--- config.mk ---
export PLATFORM = sky130hd
export DESIGN_NAME = spi_boot_slave
export DESIGN_NICKNAME = d
export VERILOG_FILES = /design/src/rtl/spi_boot_pkg.sv /design/src/rtl/spi_pin_sync.sv /design/src/rtl/spi_shift_core.sv /design/src/rtl/spi_tx_stage.sv /design/src/rtl/spi_rx_buf.sv /design/src/rtl/spi_boot_slave.sv
export SDC_FILE = /design/constraint.sdc
export NUM_CORES = 1
export LEC_CHECK = 0
export BUFFER_PORTS_ARGS = -buffer_cell sky130_fd_sc_hd__buf_4
export CAP_MARGIN = 20
export CORE_MARGIN = 2
export CORE_UTILIZATION = 52
export DETAILED_ROUTE_END_ITERATION = 8
export PLACE_DENSITY_LB_ADDON = 0.3
export SYNTH_ARGS = -nofsm -noshare
export SYNTH_HDL_FRONTEND = slang
export SYNTH_SLANG_ARGS = --single-unit
--- constraint.sdc ---
create_clock -name clk -period 2.8 [get_ports clk]
set_clock_uncertainty 0.05 [all_clocks]
set_input_delay 0.14 -clock clk [delete_from_list [all_inputs] [get_ports clk]]
set_output_delay 0.14 -clock clk [all_outputs]
set_load 0.03 [all_outputs]
--- src/rtl/spi_boot_pkg.sv ---
package spi_boot_pkg;
    localparam int WORD_W      = 32;
    localparam int BUF_DEPTH   = 2;
    localparam int SYNC_STAGES = 2;

    typedef logic [WORD_W-1:0] word_t;

    typedef enum logic {
        IDLE_REPEAT = 1'b0,
        IDLE_ZERO   = 1'b1
    } idle_mode_e;

    typedef struct packed {
        logic rise;
        logic fall;
        logic active;
        logic start;
        logic mosi;
    } pin_ev_t;

    function automatic word_t idle_word(input idle_mode_e mode, input word_t last);
        return (mode == IDLE_ZERO) ? '0 : last;
    endfunction
endpackage

--- src/rtl/spi_pin_sync.sv ---
module spi_pin_sync
    import spi_boot_pkg::*;
#(
    parameter int STAGES = SYNC_STAGES
) (
    input  logic    clk,
    input  logic    rst,
    input  logic    sclk,
    input  logic    cs_n,
    input  logic    mosi,
    output pin_ev_t ev
);
    logic [STAGES-1:0] sclk_q;
    logic [STAGES-1:0] cs_q;
    logic [STAGES-1:0] mosi_q;
    logic              sclk_d;
    logic              act_d;

    always_ff @(posedge clk) begin
        if (rst) begin
            sclk_q <= '0;
            cs_q   <= '1;
            mosi_q <= '0;
            sclk_d <= 1'b0;
            act_d  <= 1'b0;
        end else begin
            sclk_q <= {sclk_q[STAGES-2:0], sclk};
            cs_q   <= {cs_q[STAGES-2:0], cs_n};
            mosi_q <= {mosi_q[STAGES-2:0], mosi};
            sclk_d <= sclk_q[STAGES-1];
            act_d  <= ~cs_q[STAGES-1];
        end
    end

    always_comb begin
        ev.rise   = sclk_q[STAGES-1] & ~sclk_d;
        ev.fall   = ~sclk_q[STAGES-1] & sclk_d;
        ev.active = ~cs_q[STAGES-1];
        ev.start  = ~cs_q[STAGES-1] & ~act_d;
        ev.mosi   = mosi_q[STAGES-1];
    end
endmodule

--- src/rtl/spi_shift_core.sv ---
module spi_shift_core
    import spi_boot_pkg::*;
#(
    parameter int W = WORD_W
) (
    input  logic         clk,
    input  logic         rst,
    input  logic         en,
    input  pin_ev_t      ev,
    input  logic [W-1:0] load_word,
    output logic         load_take,
    output logic         word_done,
    output logic [W-1:0] rx_word,
    output logic         miso_bit
);
    localparam int CNT_W = $clog2(W);
    localparam logic [CNT_W-1:0] LAST = CNT_W'(W - 1);

    logic             active;
    logic [CNT_W-1:0] cnt;
    logic [W-1:0]     rx_sh;
    logic [W-1:0]     tx_sh;

    assign active = en & ev.active;

    always_ff @(posedge clk) begin
        if (rst || !active) begin
            cnt   <= '0;
            rx_sh <= '0;
            tx_sh <= '0;
        end else begin
            if (ev.start) begin
                tx_sh <= load_word;
            end else if (ev.fall) begin
                if (cnt == '0) tx_sh <= load_word;
                else           tx_sh <= {tx_sh[W-2:0], 1'b0};
            end
            if (ev.rise) begin
                rx_sh <= {rx_sh[W-2:0], ev.mosi};
                cnt   <= (cnt == LAST) ? '0 : cnt + 1'b1;
            end
        end
    end

    assign load_take = active & (ev.start | (ev.fall & (cnt == '0)));
    assign word_done = active & ev.rise & (cnt == LAST);
    assign rx_word   = {rx_sh[W-2:0], ev.mosi};
    assign miso_bit  = active & tx_sh[W-1];

    // the synchroniser never reports both SCLK edges at once
    assert_edge_excl_R1: assert property (@(posedge clk) disable iff (rst)
        !(ev.rise && ev.fall));

    // an inactive select leaves the bit counter at word start
    assert_partial_drop_R8: assert property (@(posedge clk) disable iff (rst)
        !active |=> (cnt == '0) || ev.rise);
endmodule

--- src/rtl/spi_tx_stage.sv ---
module spi_tx_stage
    import spi_boot_pkg::*;
#(
    parameter int W = WORD_W
) (
    input  logic         clk,
    input  logic         rst,
    input  logic         tx_wr,
    input  logic [W-1:0] tx_data,
    input  logic         take,
    input  idle_mode_e   mode,
    output logic [W-1:0] load_word
);
    logic [W-1:0] hold;
    logic         fresh;

    always_ff @(posedge clk) begin
        if (rst) begin
            hold  <= '0;
            fresh <= 1'b0;
        end else if (tx_wr) begin
            hold  <= tx_data;
            fresh <= 1'b1;
        end else if (take) begin
            fresh <= 1'b0;
        end
    end

    assign load_word = fresh ? hold : idle_word(mode, hold);

    // a written word stays pending until a slot takes it
    assert_pending_R5: assert property (@(posedge clk) disable iff (rst)
        (fresh && !take && !tx_wr) |=> fresh && $stable(hold));
endmodule

--- src/rtl/spi_rx_buf.sv ---
module spi_rx_buf
    import spi_boot_pkg::*;
#(
    parameter int W     = WORD_W,
    parameter int DEPTH = BUF_DEPTH
) (
    input  logic         clk,
    input  logic         rst,
    input  logic         en,
    input  logic         push,
    input  logic [W-1:0] push_data,
    input  logic         pop,
    output logic [W-1:0] head,
    output logic         not_empty,
    output logic         ovf
);
    localparam int PTR_W = (DEPTH > 1) ? $clog2(DEPTH) : 1;
    localparam int CNT_W = $clog2(DEPTH + 1);
    localparam logic [PTR_W-1:0] PTR_LAST = PTR_W'(DEPTH - 1);
    localparam logic [CNT_W-1:0] CNT_FULL = CNT_W'(DEPTH);

    logic [W-1:0]     mem [DEPTH];
    logic [PTR_W-1:0] wr_ptr;
    logic [PTR_W-1:0] rd_ptr;
    logic [CNT_W-1:0] count;
    logic             full;
    logic             do_pop;
    logic             do_push;

    assign full    = (count == CNT_FULL);
    assign do_pop  = pop & (count != '0);
    assign do_push = push & (!full | do_pop);

    always_ff @(posedge clk) begin
        if (rst || !en) begin
            wr_ptr <= '0;
            rd_ptr <= '0;
            count  <= '0;
            ovf    <= 1'b0;
        end else begin
            if (do_push) wr_ptr <= (wr_ptr == PTR_LAST) ? '0 : wr_ptr + 1'b1;
            if (do_pop)  rd_ptr <= (rd_ptr == PTR_LAST) ? '0 : rd_ptr + 1'b1;
            if (do_push && !do_pop)      count <= count + 1'b1;
            else if (do_pop && !do_push) count <= count - 1'b1;
            if (push && full && !do_pop) ovf <= 1'b1;
        end
    end

    generate
        for (genvar i = 0; i < DEPTH; i++) begin : g_entry
            always_ff @(posedge clk) begin
                if (do_push && wr_ptr == PTR_W'(i)) mem[i] <= push_data;
            end
        end
    endgenerate

    assign head      = mem[rd_ptr];
    assign not_empty = (count != '0);

    assert_depth_R2: assert property (@(posedge clk) disable iff (rst)
        count <= CNT_FULL);

    assert_sticky_R3: assert property (@(posedge clk) disable iff (rst)
        (ovf && en) |=> ovf);

    assert_drop_keep_R4: assert property (@(posedge clk) disable iff (rst)
        (en && push && full && !pop) |=> ovf && full && (head == $past(head)));
endmodule

--- src/rtl/spi_boot_slave.sv ---
module spi_boot_slave
    import spi_boot_pkg::*;
(
    input  logic        clk,
    input  logic        rst,
    input  logic        en,
    input  logic        zero_idle,
    input  logic        sclk,
    input  logic        cs_n,
    input  logic        mosi,
    output logic        miso,
    input  logic        tx_wr,
    input  logic [31:0] tx_data,
    output logic [31:0] rd_data,
    output logic        rd_valid,
    input  logic        rd_ready,
    output logic        overflow
);
    pin_ev_t ev;
    word_t   load_word;
    word_t   rx_word;
    logic    load_take;
    logic    word_done;

    spi_pin_sync #(.STAGES(SYNC_STAGES)) u_sync (
        .clk  (clk),
        .rst  (rst),
        .sclk (sclk),
        .cs_n (cs_n),
        .mosi (mosi),
        .ev   (ev)
    );

    spi_shift_core #(.W(WORD_W)) u_core (
        .clk       (clk),
        .rst       (rst),
        .en        (en),
        .ev        (ev),
        .load_word (load_word),
        .load_take (load_take),
        .word_done (word_done),
        .rx_word   (rx_word),
        .miso_bit  (miso)
    );

    spi_tx_stage #(.W(WORD_W)) u_tx (
        .clk       (clk),
        .rst       (rst),
        .tx_wr     (tx_wr),
        .tx_data   (tx_data),
        .take      (load_take),
        .mode      (idle_mode_e'(zero_idle)),
        .load_word (load_word)
    );

    spi_rx_buf #(.W(WORD_W), .DEPTH(BUF_DEPTH)) u_buf (
        .clk       (clk),
        .rst       (rst),
        .en        (en),
        .push      (word_done),
        .push_data (rx_word),
        .pop       (rd_ready),
        .head      (rd_data),
        .not_empty (rd_valid),
        .ovf       (overflow)
    );

    // disabling empties the buffer and clears the flag one cycle later
    assert_disable_clears_R9: assert property (@(posedge clk) disable iff (rst)
        !en |=> !rd_valid && !overflow);

    // MISO is quiet whenever the port is disabled
    assert_quiet_miso_R9: assert property (@(posedge clk) disable iff (rst)
        $past(!en) && !en |-> !miso);
endmodule

==> flow_summary.yaml, run 1 <==
die:
  rows: 41
  die_y_um: 118
  die_area_um2: 13900
  top_level_ports: 76
  start_util_pct: 53.4
  die_x_um: 118
  core_um2: 12700
worst_setup_path:
  path_depth: 7
  rr_startpoint: "u_core.cnt[0]$_SDFFE_PP0N_"
  r2r-end: "u_buf.mem[1][31]$_DFFE_PP_"
  rrSetupSlack_ns: 0.43
  crit_buf_inv: 2
  critPathMaxFanout: 32
  cp_slowest_stage_delay_ns: 0.41
  crit_end: "u_buf.mem[1][31]$_DFFE_PP_"
  arrival_ns: 2.39
  crit_family: "simple AND/OR/NAND/NOR gates"
  cp.required_ns: 2.82
  cp_slowest_cell: "dfxtp_1"
  cp-end-kind: "flop"
  crit_start: "u_core.cnt[0]$_SDFFE_PP0N_"
  crit_path_frequent_cell: "ha_1"
  worstPathCellList: "ha_1 > and3_2 > ha_1 > nand4b_1 > inv_1 > and2_1 > buf_4"
  cp-start-kind: "flop"
  r2r_cells: 7
  crit_type: "flop to flop"
global_routing:
  grt_pass1_wl_mm: 21.0
  grt_pass1_vias: 4530
  grt_max_degree: 64
  grt_use_total_pct: 18.5
  antenna_found_initial: 0
  gr-total-overflow: 0
clocking:
  cts-buffers-inserted: 17
  cts_tree: "yes"
  cts.repair.resized: 0
  clk_pin_slew_ns: 0.06
  post_cts_buffers: 0
  clockBufferDepth: 2
  holdBufCountCts: 35
  cts-htree-levels: 4
  cts_sinks: 179
  cts_root_buf: "clkbuf_16"
  clock_latency_ns: 0.42
worst_hold_path:
  hold_class: "input pin to flop"
finish:
  multi_input_area_um2: 2280
  diodes: 0
  fill_cells: 959
  seq_area_um2: 4220
  area_growth_pct: 23.0
  fin_area_um2: 8320
  drive_gt1_share_pct: 19.6
  final_common_cell: "dfxtp_1"
  final_cell_mix: "115 x dfxtp_1, 98 x nand2_1, 84 x buf_4"
  final_nets: 750
synth:
  yosysWarnings: 0
  synth_top_area_share_pct: 34.0
  syn-num-nets: 657
  post_synth_main_area_contributors: "dfxtp_1 34%, edfxtp_1 28%, nand2_1 5.4%, mux2i_1 4.7%, a31oi_1 3.0%"
  syn_area_um2: 6760
  ys_seq_area_share_pct: 62.4
  syn_inst: 612
  avgSynthCellArea_um2: 11.1
  ys_ff_latch: 179
  synth_cell_types: 40
  yosysTopAreaCell: "dfxtp_1"
sta:
  worst_pin_slew_ns: 0.835
  finalSetupViolCount: 0
  slew_headroom_pct: 44.1
  fin_tns_setup_ns: 0
  slew_viol_final: 0
  fin_crit_sh_pct: 84.6
  min_period_ns: 2.37
  worst_slack_ns: 0.431
  max_freq_ghz: 0.422
  rsz0062_at_grt: "false"
  hold_violations: 0
pwr:
  p_leak_nw: 2.95
  powerDensity_nw_per_um2: 643
  worst_ir_drop_vdd_mv: 0.398
route:
  drt_iter0_drc: 239
  route.detailed.drc: 0
  postRouteWirelength_mm: 12.5
  wl_per_cell_um: 14.0
  detail-route-antenna-nets: 0
  firstDrtPassIters: 5
  vias: 4657
  vias_per_cell: 5.23
outcome:
  status: "complete, no violations"
placed_design:
  io_buffers: 75
  post-dp-hpwl_mm: 7.32
  place_ws_ns: 0.440
  gp_congestion: 0.746
  placed_area_um2: 7360
run:
  max_cap_viol_count: 0
==> how the worst min path moves through the flow <==
stage          depth (start not counted)  start                          end  slack (ns)
3_3_place_gp                           2   cs_n    u_sync.cs_q[0]$_SDFF_PP1_        0.29
3_5_place_dp                           2   cs_n    u_sync.cs_q[0]$_SDFF_PP1_        0.30
6_report                               3     en       u_buf.ovf$_SDFFE_PP0P_        0.06
2_1_floorplan                          1   cs_n    u_sync.cs_q[0]$_SDFF_PP1_        0.19
5_1_grt                                3     en  u_buf.count[1]$_SDFFE_PP0P_        0.08
4_1_cts                                3     en                         flop        0.05
==> area by class of cell <==
| cell class | count | share of cell area [%] |
|---|---|---|
| multi-input cells | 384 | 27.4 |
| clock inverters | 14 | 2.15 |
| clock buffers | 18 | 5.16 |
| repair buffers | 119 | 11.8 |
| inverters | 4 | 0.180 |
| flip-flops and latches | 179 | 50.8 |
| well taps | 172 | 2.59 |
==> flip-flops by register name (all words and copies together), names as in the netlist, named ones only <==
| register | flops |
|---|---|
| u_sync.act_d | 1 |
| u_buf.mem | 64 |
| u_sync.sclk_q | 2 |
| u_sync.mosi_q | 2 |
| u_core.tx_sh | 32 |
| u_buf.wr_ptr | 1 |
| u_buf.ovf | 1 |
| u_sync.sclk_d | 1 |
| u_core.rx_sh | 31 |
| u_tx.hold | 32 |
| u_core.cnt | 5 |
| u_sync.cs_q | 2 |
| u_buf.rd_ptr | 1 |
| u_tx.fresh | 1 |
| u_buf.count | 2 |
==> stage by stage <==
stage               std cells  total power, mW  hold slack, ns  utilization, %
CTS                       890             5.39          0.0488            65.7
global route              890             5.52          0.0848            65.7
floorplan                 612             2.90           0.194               -
global placement          823             2.96           0.290            58.1
detailed placement        823             2.96           0.298            58.1
finish                    890             5.35          0.0634            65.7
==> worst register-to-register path, cell delays in order, from the launching register on <==
cell      delay (ns)
dfxtp_1         0.41
ha_1            0.21
and3_2          0.18
ha_1            0.29
nand4b_1        0.22
inv_1           0.13
and2_1          0.13
buf_4           0.38
==> cells by family (layout without fill, tap and decap cells) <==
logic type	count (synthesis)	in the layout	share of synthesized area [%]
compound gates	108	108	8.84
mux	64	64	10.1
flops	179	179	62.4
simple gates	204	204	13.4
xor+xnor	4	4	0.518
buf+inv	49	155	3.96
fa+ha+maj	4	4	0.740
==> cell usage after synthesis, drive strengths merged <==
library cell	n
a21o	1
mux2i	32
a21oi	39
inv	4
nand2b	5
and3	1
nor4	1
and2	2
nand2	98
edfxtp	64
nor2b	7
or2	3
nor3b	1
nor4b	1
xor2	4
a31oi	32
clkbuf	27
dfxtp	115
nor3	3
nand3b	1
buf	18
a41oi	1
nand4	2
o21ai	35
ha	4
or4b	1
or3	1
nand4b	1
nor2	45
mux2	32
nand3	31
==> layer usage <==
metal	track usage [%]	wire length, um	part of all wire [%]
met3	4.07	497	4.0
met5	0	0	0
met1	22.1	5340	43
met2	32.3	6470	52
met4	7.68	174	1.4
==> power by group <==
| part | internal, mW | switching (mW) | leakage [nW] | total [mW] |
|---|---|---|---|---|
| Combinational | 0.113 | 0.105 | 1.19 | 0.218 |
| Clock | 1.42 | 0.987 | 0.289 | 2.40 |
| Sequential | 2.71 | 0.0196 | 1.48 | 2.73 |
No activity file was read; power rests on OpenSTA's default activity.
==> inputs of run 2 (changes only) <==
Settings changed: CORE_UTILIZATION 52 to 58.
Clock period 2.8 ns to 2.3 ns, I/O delays scaled along.
==> run 2 against run 1 <==
Effect of this change:
- core utilization up 7.5 points
- sequential share of layout area down 0.19 points
- largest cell class unchanged
- first-iteration DRC count up 7.1%
- clock power up 25%
- count of clock-buffer cells in the layout unchanged
- critical path type unchanged
==> flow_summary.yaml, run 2 (synthesis gave the netlist of run 1 again) <==
outcome:
  status: "complete, no violations"
sta:
  slew_viol_final: 0
  fin_tns_setup_ns: 0
  finalSetupViolCount: 0
  hold_violations: 0
  fin_crit_sh_pct: 92.6
  min_period_ns: 2.13
  worst_pin_slew_ns: 0.844
  worst_slack_ns: 0.169
  slew_headroom_pct: 43.5
  max_freq_ghz: 0.469
  rsz0062_at_grt: "false"
route:
  wl_per_cell_um: 15.0
  postRouteWirelength_mm: 13.0
  vias: 4725
  firstDrtPassIters: 5
  route.detailed.drc: 0
  detail-route-antenna-nets: 0
  vias_per_cell: 5.48
  drt_iter0_drc: 256
worst_setup_path:
  r2r_cells: 8
  cp_slowest_stage_delay_ns: 0.36
  cp-start-kind: "flop"
  path_depth: 8
  cp-end-kind: "flop"
  cp_slowest_cell: "dfxtp_1"
  critPathMaxFanout: 6
  crit_family: "adder cells"
  crit_path_frequent_cell: "ha_1"
  rrSetupSlack_ns: 0.17
  crit_type: "flop to flop"
  crit_buf_inv: 1
  worstPathCellList: "ha_1 > and3_2 > ha_1 > nand4b_1 > inv_1 > ha_1 > or3_1 > a21oi_1"
  cp.required_ns: 2.59
  arrival_ns: 2.42
die:
  core_um2: 11400
  start_util_pct: 59.2
  die_area_um2: 12500
  top_level_ports: 76
  rows: 39
  die_y_um: 112
  die_x_um: 112
pwr:
  p_clk_share_pct: 45.5
  powerDensity_nw_per_um2: 788
  p_sw_share_pct: 21.3
  seqPwrFrac_pct: 50.5
  switchingPower_mw: 1.40
  worst_ir_drop_vdd_mv: 0.622
  p_leak_nw: 2.98
  p_comb_share_pct: 4.1
  internal_power_mw: 5.18
finish:
  diodes: 0
  multi_input_area_um2: 2280
  instances_no_fill: 863
  fin_area_um2: 8350
  drive_gt1_share_pct: 20.1
  largest_register: "u_buf.mem"
  seq_area_um2: 4220
  area_growth_pct: 23.5
  final_nets: 752
  final_common_cell: "dfxtp_1"
  largest_register_ffs: 64
  fill_cells: 764
  final_cell_mix: "115 x dfxtp_1, 98 x nand2_1, 83 x buf_4"
  biggestRegsByFlops: "u_buf.mem x64, u_core.tx_sh x32, u_tx.hold x32"
clocking:
  clockBufferDepth: 2
  cts-buffers-inserted: 17
  cts_tree: "yes"
  clk_pin_slew_ns: 0.07
  cts.repair.resized: 0
  cts-htree-levels: 4
  cts_sinks: 179
  cts_root_buf: "clkbuf_16"
  clock_latency_ns: 0.42
worst_hold_path:
  holdPathStages: 3
  hold_class: "input pin to flop"
global_routing:
  gr-total-overflow: 0
  grt_use_total_pct: 21.5
  grt_max_degree: 64
  antenna_found_initial: 0
  grt_pass1_wl_mm: 21.6
  grt_pass1_vias: 4595
placed_design:
  place_ws_ns: 0.184
  gp_congestion: 0.741
  placedCellCount: 796
  placed_area_um2: 7380
  post-dp-hpwl_mm: 7.54
  io_buffers: 75
run:
  max_cap_viol_count: 0
## run 2: final cells by class
type                            instances  share of cell area [%]
Multi-Input combinational cell        384                    27.3
Tap cell                              143                    2.14
Timing Repair Buffer                  121                    12.4
Clock buffer                           18                    5.14
Sequential cell                       179                    50.6
Inverter                                4                   0.180
Clock inverter                         14                    2.25
## run 2: metal layers
layer,part of all wire (%),routed length (um),vias to the layer above,GRT usage (%)
li1,-,-,2326,-
met1,42,5420,2245,25.5
met2,53,6820,141,38.6
met3,4.5,585,13,5.55
met4,1.0,130,0,6.59
met5,0,0,-,0
## run 2: final timing paths
check | from | end
worst max-delay path | u_core.cnt[0]$_SDFFE_PP0N_ | u_buf.count[1]$_SDFFE_PP0P_
worst min register to register | u_sync.cs_q[0]$_SDFF_PP1_ | u_sync.cs_q[1]$_SDFF_PP1_
worst min-delay path | en | u_buf.count[0]$_SDFFE_PP0P_
worst max register to register | u_core.cnt[0]$_SDFFE_PP0N_ | u_buf.count[1]$_SDFFE_PP0P_
## run 2: power by group through the flow
stage                     logic, mW  clock network [mW]  registers, mW
after floorplan               0.145                   0           3.38
after global placement        0.211                   0           3.39
after detailed placement      0.219                   0           3.39
after CTS                     0.266                3.03           3.32
after global routing          0.298                3.18           3.32
final                         0.269                2.99           3.32
## run 2: per-stage QoR
step	utilization [%]	total power, mW	hold slack, ns
finish	73.1	6.58	0.0431
detailed placement	64.7	3.61	0.258
floorplan	-	3.53	0.169
global route	73.1	6.80	0.0547
global placement	64.7	3.60	0.258
CTS	73.1	6.62	0.0381
## run 2: worst reg2reg max path: stages (launching register included)
cell and delay (ns):
dfxtp_1 0.36, ha_1 0.25, and3_2 0.21, ha_1 0.21, nand4b_1 0.11, inv_1 0.06, ha_1 0.31, or3_1 0.35
a21oi_1 0.15
## run 2: timing repair
action,in CTS,in global routing
hold buffers,35,0
setup buffers,0,0
hold endpoints to repair,35,0
